## config.mk

```make
export PLATFORM = sky130hd
export DESIGN_NAME = uart_tx_fifo
export DESIGN_NICKNAME = d
export VERILOG_FILES = /design/src/rtl/uart_tx_pkg.sv /design/src/rtl/utx_fifo.sv /design/src/rtl/utx_framer.sv /design/src/rtl/utx_status.sv /design/src/rtl/uart_tx_fifo.sv
export SDC_FILE = /design/constraint.sdc
export NUM_CORES = 1
export LEC_CHECK = 0
export ABC_AREA = 0
export CORE_MARGIN = 2
export CORE_UTILIZATION = 40
export DETAILED_ROUTE_END_ITERATION = 12
export GPL_ROUTABILITY_DRIVEN = 0
export SLEW_MARGIN = 15
export SYNTH_ARGS = -nofsm -noshare
export SYNTH_HDL_FRONTEND = slang
export SYNTH_HIERARCHICAL = 1
export SYNTH_SLANG_ARGS = --single-unit
```

## constraint.sdc

```tcl
create_clock -name clk -period 4.1 [get_ports clk]
set_clock_uncertainty 0.05 [all_clocks]
set_input_delay 0.41 -clock clk [delete_from_list [all_inputs] [get_ports clk]]
set_output_delay 0.41 -clock clk [all_outputs]
set_load 0.01 [all_outputs]
```

## src/rtl/uart_tx_pkg.sv

```systemverilog
package uart_tx_pkg;
  localparam int BYTE_W = 8;

  typedef enum logic [2:0] {
    ST_IDLE,
    ST_WAIT,
    ST_START,
    ST_DATA,
    ST_PARITY,
    ST_STOP
  } txst_e;
endpackage

```

## src/rtl/utx_fifo.sv

```systemverilog
module utx_fifo #(
  parameter int DEPTH = 16,
  localparam int AW = $clog2(DEPTH),
  localparam int CW = AW + 1
) (
  input  logic                           clk,
  input  logic                           rst,
  input  logic                           wr_en,
  input  logic [uart_tx_pkg::BYTE_W-1:0] wr_data,
  input  logic                           fifo_en,
  input  logic                           pop,
  output logic                           accept,
  output logic [CW-1:0]                  count,
  output logic [uart_tx_pkg::BYTE_W-1:0] head
);
  logic [uart_tx_pkg::BYTE_W-1:0] mem [DEPTH];
  logic [AW-1:0] wp, rp;
  logic [CW-1:0] cnt, cap;

  assign cap    = fifo_en ? CW'(DEPTH) : CW'(1);
  assign accept = wr_en && (cnt < cap);
  assign count  = cnt;
  assign head   = mem[rp];

  always_ff @(posedge clk) begin
    if (accept) mem[wp] <= wr_data;
  end

  always_ff @(posedge clk) begin
    if (rst) begin
      wp  <= '0;
      rp  <= '0;
      cnt <= '0;
    end else begin
      if (accept) wp <= wp + 1'b1;
      if (pop)    rp <= rp + 1'b1;
      cnt <= cnt + CW'(accept) - CW'(pop);
    end
  end


  full_drop_chk: assert property (@(posedge clk) disable iff (rst)
    (wr_en && (cnt >= cap) && !pop) |=> (cnt == $past(cnt)));


  pop_nonempty_chk: assert property (@(posedge clk) disable iff (rst)
    pop |-> (cnt != '0));
endmodule

```

## src/rtl/utx_framer.sv

```systemverilog
module utx_framer #(
  parameter int OVS  = 16,
  parameter int MARK = 8,
  parameter int LEAD = 8,
  localparam int SW = $clog2(2 * OVS) + 1
) (
  input  logic                           clk,
  input  logic                           rst,
  input  logic                           tick,
  input  logic                           have_data,
  input  logic [uart_tx_pkg::BYTE_W-1:0] head,
  input  logic [1:0]                     cfg_len,
  input  logic                           cfg_par_en,
  input  logic                           cfg_par_odd,
  input  logic                           cfg_stop2,
  output logic                           pop,
  output logic                           line_bit,
  output logic                           idle,
  output logic                           start_mark,
  output logic                           stop_mark
);
  import uart_tx_pkg::*;

  txst_e              st;
  logic [SW-1:0]      sub, stop_last_q, stop_last_d;
  logic [2:0]         bitn, last_q;
  logic [BYTE_W-1:0]  shreg, masked;
  logic               pen_q, par_q;
  logic               bit_end, stop_end, lead_end, load;

  assign masked      = head & (8'hFF >> (2'd3 - cfg_len));
  assign stop_last_d = !cfg_stop2        ? SW'(OVS - 1) :
                       (cfg_len == 2'd0) ? SW'(OVS + OVS / 2 - 1) :
                                           SW'(2 * OVS - 1);

  assign bit_end  = tick && (sub == SW'(OVS - 1));
  assign stop_end = tick && (sub == stop_last_q);
  assign lead_end = tick && (sub == SW'(LEAD - 1));
  assign load     = ((st == ST_WAIT) && lead_end) ||
                    ((st == ST_STOP) && stop_end && have_data);

  assign pop        = load;
  assign idle       = (st == ST_IDLE);
  assign start_mark = tick && (st == ST_START) && (sub == SW'(MARK - 1));
  assign stop_mark  = tick && (st == ST_STOP)  && (sub == SW'(MARK - 1));

  always_comb begin
    case (st)
      ST_START:  line_bit = 1'b0;
      ST_DATA:   line_bit = shreg[0];
      ST_PARITY: line_bit = par_q;
      default:   line_bit = 1'b1;
    endcase
  end

  always_ff @(posedge clk) begin
    if (rst) begin
      st          <= ST_IDLE;
      sub         <= '0;
      bitn        <= '0;
      last_q      <= 3'd7;
      shreg       <= '0;
      pen_q       <= 1'b0;
      par_q       <= 1'b0;
      stop_last_q <= SW'(OVS - 1);
    end else if (load) begin
      st          <= ST_START;
      sub         <= '0;
      shreg       <= masked;
      last_q      <= 3'd4 + {1'b0, cfg_len};
      pen_q       <= cfg_par_en;
      par_q       <= (^masked) ^ cfg_par_odd;
      stop_last_q <= stop_last_d;
    end else begin
      case (st)
        ST_IDLE: if (have_data) begin
          st  <= ST_WAIT;
          sub <= '0;
        end
        ST_WAIT: if (tick) sub <= sub + 1'b1;
        ST_START: begin
          if (bit_end) begin
            st   <= ST_DATA;
            sub  <= '0;
            bitn <= '0;
          end else if (tick) sub <= sub + 1'b1;
        end
        ST_DATA: begin
          if (bit_end) begin
            sub   <= '0;
            shreg <= shreg >> 1;
            if (bitn == last_q) st <= pen_q ? ST_PARITY : ST_STOP;
            else                bitn <= bitn + 1'b1;
          end else if (tick) sub <= sub + 1'b1;
        end
        ST_PARITY: begin
          if (bit_end) begin
            st  <= ST_STOP;
            sub <= '0;
          end else if (tick) sub <= sub + 1'b1;
        end
        ST_STOP: begin
          if (stop_end) begin
            st  <= ST_IDLE;
            sub <= '0;
          end else if (tick) sub <= sub + 1'b1;
        end
        default: st <= ST_IDLE;
      endcase
    end
  end


  lead_path_chk: assert property (@(posedge clk) disable iff (rst)
    (st == ST_WAIT) |=> (st == ST_WAIT || st == ST_START));
endmodule

```

## src/rtl/utx_status.sv

```systemverilog
module utx_status #(
  parameter int DEPTH = 16,
  localparam int CW = $clog2(DEPTH) + 1
) (
  input  logic          clk,
  input  logic          rst,
  input  logic          accept,
  input  logic          pop,
  input  logic [CW-1:0] count,
  input  logic          fifo_en,
  input  logic          idle,
  input  logic          start_mark,
  input  logic          stop_mark,
  output logic          thr_empty,
  output logic          tx_empty,
  output logic          tx_ready
);
  logic [CW-1:0] nxt, cap;

  assign nxt = count + CW'(accept) - CW'(pop);
  assign cap = fifo_en ? CW'(DEPTH) : CW'(1);

  always_ff @(posedge clk) begin
    if (rst) begin
      thr_empty <= 1'b1;
      tx_empty  <= 1'b1;
      tx_ready  <= 1'b1;
    end else begin
      if (accept)                        thr_empty <= 1'b0;
      else if (stop_mark && nxt == '0)   thr_empty <= 1'b1;

      if (nxt >= cap)                    tx_ready <= 1'b0;
      else if (start_mark)               tx_ready <= 1'b1;

      tx_empty <= (count == '0) && idle && !accept;
    end
  end


  thre_rise_chk: assert property (@(posedge clk) disable iff (rst)
    $rose(thr_empty) |-> $past(stop_mark));


  rdy_rise_chk: assert property (@(posedge clk) disable iff (rst)
    $rose(tx_ready) |-> $past(start_mark));
endmodule

```

## src/rtl/uart_tx_fifo.sv

```systemverilog
module uart_tx_fifo #(
  parameter int DEPTH = 16,
  parameter int OVS   = 16,
  parameter int MARK  = 8,
  parameter int LEAD  = 8,
  localparam int CW = $clog2(DEPTH) + 1
) (
  input  logic       clk,
  input  logic       rst,
  input  logic       wr_en,
  input  logic [7:0] wr_data,
  input  logic       tick16,
  input  logic [1:0] cfg_len,
  input  logic       cfg_par_en,
  input  logic       cfg_par_odd,
  input  logic       cfg_stop2,
  input  logic       cfg_fifo_en,
  input  logic       cfg_break,
  output logic       txd,
  output logic       thr_empty,
  output logic       tx_empty,
  output logic       tx_ready
);
  logic          accept, pop, line_bit, idle, start_mark, stop_mark;
  logic [CW-1:0] count;
  logic [7:0]    head;

  utx_fifo #(.DEPTH(DEPTH)) u_buf (
    .clk(clk), .rst(rst), .wr_en(wr_en), .wr_data(wr_data),
    .fifo_en(cfg_fifo_en), .pop(pop), .accept(accept),
    .count(count), .head(head)
  );

  utx_framer #(.OVS(OVS), .MARK(MARK), .LEAD(LEAD)) u_frm (
    .clk(clk), .rst(rst), .tick(tick16), .have_data(count != '0),
    .head(head), .cfg_len(cfg_len), .cfg_par_en(cfg_par_en),
    .cfg_par_odd(cfg_par_odd), .cfg_stop2(cfg_stop2), .pop(pop),
    .line_bit(line_bit), .idle(idle), .start_mark(start_mark),
    .stop_mark(stop_mark)
  );

  utx_status #(.DEPTH(DEPTH)) u_sts (
    .clk(clk), .rst(rst), .accept(accept), .pop(pop), .count(count),
    .fifo_en(cfg_fifo_en), .idle(idle), .start_mark(start_mark),
    .stop_mark(stop_mark), .thr_empty(thr_empty), .tx_empty(tx_empty),
    .tx_ready(tx_ready)
  );

  always_ff @(posedge clk) begin
    if (rst) txd <= 1'b1;
    else     txd <= cfg_break ? 1'b0 : line_bit;
  end


  brk_low_chk: assert property (@(posedge clk) disable iff (rst)
    cfg_break |=> !txd);


  empty_order_chk: assert property (@(posedge clk) disable iff (rst)
    tx_empty |-> thr_empty);
endmodule

```

==> results of run 1 <==
==> cells by family (layout without fill, tap and decap cells) <==
kind of cell	count (synthesis)	in the layout	synth area share
AOI/OAI and AO/OA	86	86	0.0753
muxes	34	34	0.0978
xor gates and xnor gates	22	22	0.0254
and+or+nand+nor	152	152	0.117
adders and majority gates	25	25	0.0416
buffers and inverters	57	100	0.0362
DFF	175	175	0.607
==> how the worst min path moves through the flow <==
stage,from,to,slack [ps],cells after the start
3_5_place_dp,u_frm/pen_q,u_frm/pen_q,400,2
3_3_place_gp,u_frm/pen_q,u_frm/pen_q,400,2
6_report,u_frm/pen_q,u_frm/pen_q,410,2
4_1_cts,u_frm/pen_q,u_frm/pen_q,410,2
5_1_grt,u_frm/shreg[1],u_frm/shreg[1],450,2
2_1_floorplan,u_frm/pen_q,u_frm/pen_q,380,2
==> layer usage <==
| layer | wire length (um) | vias to the layer above |
|---|---|---|
| met5 | 0 | - |
| met4 | 86 | 0 |
| met3 | 670 | 8 |
| met2 | 7790 | 93 |
| met1 | 7030 | 2331 |
| li1 | - | 2184 |
==> critical path, delay by kind of cell (launching register included) <==
kind / cells / cell delay, ps
compound gates: 3 / 490
xor+xnor: 1 / 110
fa+ha+maj: 4 / 970
buf+inv: 3 / 180
flops: 1 / 510
simple gates: 7 / 1340
==> area by class of cell <==
| type | instances | area share |
|---|---|---|
| clock inverters | 15 | 0.0204 |
| repair buffers | 37 | 0.0384 |
| clock buffers | 17 | 0.0473 |
| well taps | 265 | 0.0368 |
| inverters | 31 | 0.0131 |
| flip-flops and latches | 175 | 0.532 |
| multi-input cells | 319 | 0.312 |
==> cells in the mapped netlist, drive strengths merged (2+ instances only) <==
| library cell | instances | area [sq um] |
|---|---|---|
| o21ai | 10 | 50.0 |
| nor2b | 9 | 58.8 |
| clkbuf | 9 | 33.8 |
| and3 | 2 | 12.5 |
| clkdlybuf4s25 | 3 | 30.0 |
| a31oi | 3 | 18.8 |
| nor4b | 3 | 26.3 |
| or4 | 3 | 26.3 |
| nor3 | 9 | 61.3 |
| and4 | 9 | 78.8 |
| a22oi | 21 | 158 |
| and4bb | 2 | 25.0 |
| nand2 | 34 | 130 |
| xor2 | 10 | 95.1 |
| mux2i | 2 | 20.0 |
| nand3b | 2 | 15.0 |
| nand3 | 15 | 75.1 |
| o211ai | 8 | 60.1 |
| buf | 14 | 104 |
| nor4 | 4 | 55.1 |
| edfxtp | 128 | 3840 |
| a31o | 2 | 17.5 |
| mux4 | 32 | 751 |
| a311oi | 4 | 35.0 |
| and4b | 5 | 50.1 |
| inv | 30 | 113 |
| dfxtp | 47 | 941 |
| o21bai | 4 | 30.0 |
| ha | 23 | 288 |
| nand4b | 2 | 32.5 |
| nor2 | 32 | 128 |
| nand4 | 8 | 50.1 |
| fa | 2 | 40.0 |
| o31ai | 2 | 15.0 |
| nor4bb | 2 | 20.0 |
| a21oi | 21 | 109 |
| a21o | 5 | 37.5 |
| nand2b | 6 | 37.5 |
| xnor2 | 12 | 105 |
==> power groups by stage <==
stage | registers [uW] | logic (uW) | clock network (uW)
finish | 2050 | 951 | 1640
detailed placement | 2090 | 952 | 0
global placement | 2090 | 924 | 0
CTS | 2050 | 959 | 1680
global route | 2070 | 1070 | 1760
floorplan | 2080 | 688 | 0
==> sequential cells by signal, indices dropped and copies added, names as in the netlist, named ones only <==
signal / flops
txd: 1
u_buf/count: 5
u_buf/mem: 128
u_buf/rp: 4
u_buf/wp: 4
u_frm/bitn: 3
u_frm/last_q: 2
u_frm/par_q: 1
u_frm/pen_q: 1
u_frm/shreg: 8
u_frm/st: 3
u_frm/stop_last_q: 2
u_frm/sub: 6
u_sts/thr_empty: 1
u_sts/tx_empty: 1
u_sts/tx_ready: 1
==> stage by stage <==
step,hold slack (ps),instance area [sq um],util
after floorplan,383,7880,-
after global placement,397,8390,0.433
after detailed placement,402,8390,0.433
after CTS,411,9000,0.464
after global routing,449,9000,0.464
final,411,9000,0.464
==> qor.yml, run 1 <==
critical_path:
  r2r_start: "u_buf/count[3]"
  worstPathArrival_ps: 4030
  crit_path_top_delay_cell: "dfxtp_1"
  timing.reg2reg.setup_slack_ps: 350
  crit_end: "u_sts/tx_ready"
  critPathLaunch: "u_buf/count[3]"
  crit_top_cell: "ha_1"
  r2r_end: "u_sts/tx_ready"
  end_kind: "flip-flop"
  path_cells: "nor2_1, nand2_1, nand4b_1, nor4_4, nor2_4, clkinv_2, ha_1, inv_1, ha_1, inv_1, fa_1, nand2b_1, a21oi_2, xnor2_1, ha_1, o21bai_1, or3b_1, o31ai_1"
  cp-start-kind: "flip-flop"
  required_ps: 4390
  reg2regPathDepth: 18
  cp_max_fo: 7
  critPathKind: "flip-flop to flip-flop"
  cpPeakStageDelay_ps: 510
detailed_routing:
  dr.pass1.iters: 5
  routed_via_density: 5.37
  drtIter0Drc: 315
  drtAntennaViolNets: 0
  vias: 4616
  wirelength_um: 15600
  wire_per_inst_um: 18.1
  drc: 0
placed_design:
  place_ws_ps: 61.5
  dp.cells: 827
  port-buffer-count: 22
  dp_hpwl_um: 10300
die:
  die_y_um: 144
  initial_utilization: 0.406
  rows: 51
  fp.coreArea_sq_mm: 0.0194
  dieArea_sq_mm: 0.0208
  die_x_um: 144
  ios: 23
global_routing:
  grt_max_degree: 40
  grt-busiest-layer: "met2"
  grt_pass1_wl_um: 25100
  grt_use_met2: 0.261
  overflow: 0
  first_global_vias: 4654
  grt_use_met3: 0.0430
  antenna_found_initial: 0
  grt_use_met1: 0.217
  grt_usage: 0.161
synth:
  syn_nets: 595
  synth-edff-count: 128
  ys_seq_area_frac: 0.607
  yosys_warnings: 6
  syn_area_sq_mm: 0.00788
  synth-main-ff-cell: "edfxtp_1"
  avgSynthCellArea_sq_um: 14.3
  ys_types: 66
  async_flop_share: 0
  synthCells: 551
  synth_seq_cells: 175
final_layout:
  area_growth_pct: 14.2
  mostFrequentLayoutCells: "128 x edfxtp_1, 46 x dfxtp_1, 33 x nand2_1, 31 x nor2_1, 30 x inv_1"
  final_common_cell: "edfxtp_1"
  drive_gt1_frac: 0.150
  final_cells: 859
  fillCellCount: 1706
  layout.area.seq_sq_mm: 0.00479
  multiInputGateArea_sq_mm: 0.00281
  nets: 625
  antennaDiodeCount: 0
clocking:
  cts_buffers: 17
  post_cts_buffers: 0
  h-tree-depth: 4
  cts_tree: "done"
  cts_resized: 0
  cts_root_buf: "clkbuf_16"
  clkSlewWorstSetupHoldPaths_ps: 70
  clockBufferDepth: 2
  insertion_delay_ps: 430
  hold_buffers: 0
  cts_sinks: 175
timing:
  fmax_ghz: 0.267
  hold_viol: 0
  slew-limit-headroom: 0.484
  setup_slack_ps: 355
  rsz0062_at_grt: "false"
  post-route-min-period_ps: 3750
  worstMarginPinSlew_ps: 771
  min_period_over_period: 0.914
  setup_viol: 0
  tns_ps: 0
  slew_viol_final: 0
pwr:
  p_per_area_mw_per_mm2: 517
  p_leak_uw: 0.00303
  switching_power_uw: 1370
  p_clk_frac: 0.354
  internal_power_uw: 3280
  seqPwrFrac: 0.442
  pwr-share-comb: 0.204
  total_power_uw: 4650
  peakVddDrop_v: 0.000328
  swShare: 0.294
outcome:
  status: "complete, no violations"
run:
  maxCapViolations: 0
worst_hold_path:
  min_path_type: "flip-flop to flip-flop"
(Power assumes the default switching activity.)
==> inputs of run 2 (changes only) <==
--- a/config.mk
+++ b/config.mk
@@ -8,8 +8,11 @@
 export ABC_AREA = 0
 export CORE_MARGIN = 2
 export CORE_UTILIZATION = 40
+export CTS_BUF_LIST = sky130_fd_sc_hd__clkbuf_2 sky130_fd_sc_hd__clkbuf_4 sky130_fd_sc_hd__clkbuf_8
+export CTS_CLUSTER_DIAMETER = 30
 export DETAILED_ROUTE_END_ITERATION = 12
 export GPL_ROUTABILITY_DRIVEN = 0
+export GPL_TIMING_DRIVEN = 0
 export SLEW_MARGIN = 15
 export SYNTH_ARGS = -nofsm -noshare
 export SYNTH_HDL_FRONTEND = slang
==> qor.yml, run 2 (synthesis results as in run 1) <==
final_layout:
  largest_register: "u_buf/mem"
  area_growth_pct: 13.3
  antennaDiodeCount: 0
  mostFrequentLayoutCells: "128 x edfxtp_1, 42 x dfxtp_1, 33 x nand2_1, 30 x nor2_1, 30 x inv_1"
  reg_top3: "u_buf/mem: 128 flops, u_frm/shreg: 8 flops, u_frm/sub: 6 flops"
  nets: 643
  final_common_cell: "edfxtp_1"
  largest_reg_flops: 128
  drive_gt1_frac: 0.175
  final_cells: 877
timing:
  slew-limit-headroom: 0.532
  worstMarginPinSlew_ps: 692
  min_period_over_period: 0.937
  fmax_ghz: 0.260
  setup_viol: 0
  setup_slack_ps: 257
  hold_viol: 0
  rsz0062_at_grt: "false"
  post-route-min-period_ps: 3840
  holdWs_ps: 431
  slew_viol_final: 0
die:
  dieArea_sq_mm: 0.0208
  initial_utilization: 0.406
  ios: 23
  die_x_um: 144
  rows: 51
  die_y_um: 144
  fp.coreArea_sq_mm: 0.0194
clocking:
  clockBufferDepth: 2
  clkSlewWorstSetupHoldPaths_ps: 100
  insertion_delay_ps: 460
  cts_root_buf: "clkbuf_8"
  h-tree-depth: 4
  cts_buffers: 17
  cts_tree: "done"
  cts_sinks: 175
  hold_buffers: 0
global_routing:
  grt_pass1_wl_um: 25400
  grt_usage: 0.165
  antenna_found_initial: 0
  overflow: 0
  grt_max_degree: 19
  first_global_vias: 4691
critical_path:
  cp-start-kind: "flip-flop"
  required_ps: 4430
  reg2regPathDepth: 18
  timing.reg2reg.setup_slack_ps: 260
  r2r_end: "u_sts/tx_ready"
  crit_top_cell: "ha_1"
  cp_max_fo: 15
  path_delay_family: "simple AND/OR/NAND/NOR gates"
  cpPeakStageDelay_ps: 390
  path_cells: "ha_4, nand4b_4, nor4_4, nor2_4, inv_4, buf_12, ha_1, inv_1, ha_1, inv_1, fa_2, nand2b_1, a21oi_2, xnor2_2, ha_1, o21bai_1, or3b_1, o31ai_1"
  worstPathArrival_ps: 4180
  end_kind: "flip-flop"
  critPathBufInv: 4
  crit_path_top_delay_cell: "dfxtp_4"
  r2r_start: "u_frm/sub[0]"
  critPathKind: "flip-flop to flip-flop"
placed_design:
  place_ws_ps: -348
  dp.cells: 840
  port-buffer-count: 22
  dp_hpwl_um: 11000
run:
  maxCapViolations: 0
worst_hold_path:
  holdCritStartpoint: "u_sts/thr_empty"
  hold_path_end: "u_sts/thr_empty"
  min_path_type: "flip-flop to flip-flop"
  hold_path_depth: 2
detailed_routing:
  wirelength_um: 16300
  vias: 4696
  wire_per_inst_um: 18.6
  drtAntennaViolNets: 0
  routed_via_density: 5.35
  drc: 0
  dr.pass1.iters: 4
  drtIter0Drc: 232
outcome:
  status: "complete, no violations"
pwr:
  pwr-share-comb: 0.233
  seqPwrFrac: 0.493
  p_per_area_mw_per_mm2: 469
  p_clk_frac: 0.274
  switching_power_uw: 1310
  peakVddDrop_v: 0.000240
  swShare: 0.313
  internal_power_uw: 2880
  p_leak_uw: 0.00298
[run 2: per-stage QoR]
step / TNS, ps / total power, uW / cell area, sq um / util
after floorplan: 0 / 2770 / 7880 / -
after global placement: -278 / 3010 / 8430 / 0.435
after detailed placement: -348 / 3040 / 8460 / 0.436
after CTS: 0 / 4200 / 8860 / 0.457
after global routing: 0 / 4410 / 8920 / 0.460
final: 0 / 4180 / 8920 / 0.460
[run 2: power groups by stage]
stage	sequential [uW]	combinational [uW]	clock (uW)
detailed placement	2100	947	0
CTS	2060	954	1190
floorplan	2080	688	0
finish	2060	976	1150
global placement	2090	914	0
global route	2070	1090	1250
[run 2: worst max-delay path by stage]
stage                        start        endpoint  slack [ps]  cells after the start
finish                u_frm/sub[0]  u_sts/tx_ready         260                     18
detailed placement          tick16  u_sts/tx_ready        -350                     18
CTS                 u_buf/count[1]  u_sts/tx_ready          20                     19
floorplan             u_frm/sub[0]  u_sts/tx_ready         330                     18
global route          u_frm/sub[0]  u_sts/tx_ready          20                     18
global placement            tick16  u_sts/tx_ready        -280                     18
[run 2: worst reg2reg max path: stages, from the launching register on]
cell and delay (ps):
dfxtp_4 390, ha_4 180, nand4b_4 190, nor4_4 390, nor2_4 80, inv_4 110
buf_12 150, ha_1 240, inv_1 60, ha_1 150, inv_1 60, fa_2 360
nand2b_1 170, a21oi_2 180, xnor2_2 90, ha_1 180, o21bai_1 160, or3b_1 380
o31ai_1 190
[run 2: routing by layer]
metal,vias to the layer above,GRT usage,routed length [um]
met5,-,0,0
met4,0,0.0491,197
met3,16,0.0341,449
met2,59,0.280,8110
met1,2401,0.215,7590
li1,2220,-,-
[run 2: area by class of cell]
| type | instances | area [sq um] |
|---|---|---|
| Timing Repair Buffer | 29 | 270 |
| Tap cell | 265 | 332 |
| Sequential cell | 175 | 4790 |
| Inverter | 31 | 119 |
| Multi-Input combinational cell | 319 | 2850 |
| Clock buffer | 18 | 241 |
| Clock inverter | 14 | 145 |
| Fill cell | 1739 | 10500 |
| Buffer | 26 | 176 |
[run 2: repair_timing]
action / in CTS / in global routing
pin swaps: 1 / 5
endpoints found under the setup margin: 1 / 1
setup buffers: 1 / 4
gates resized for setup: 4 / 10
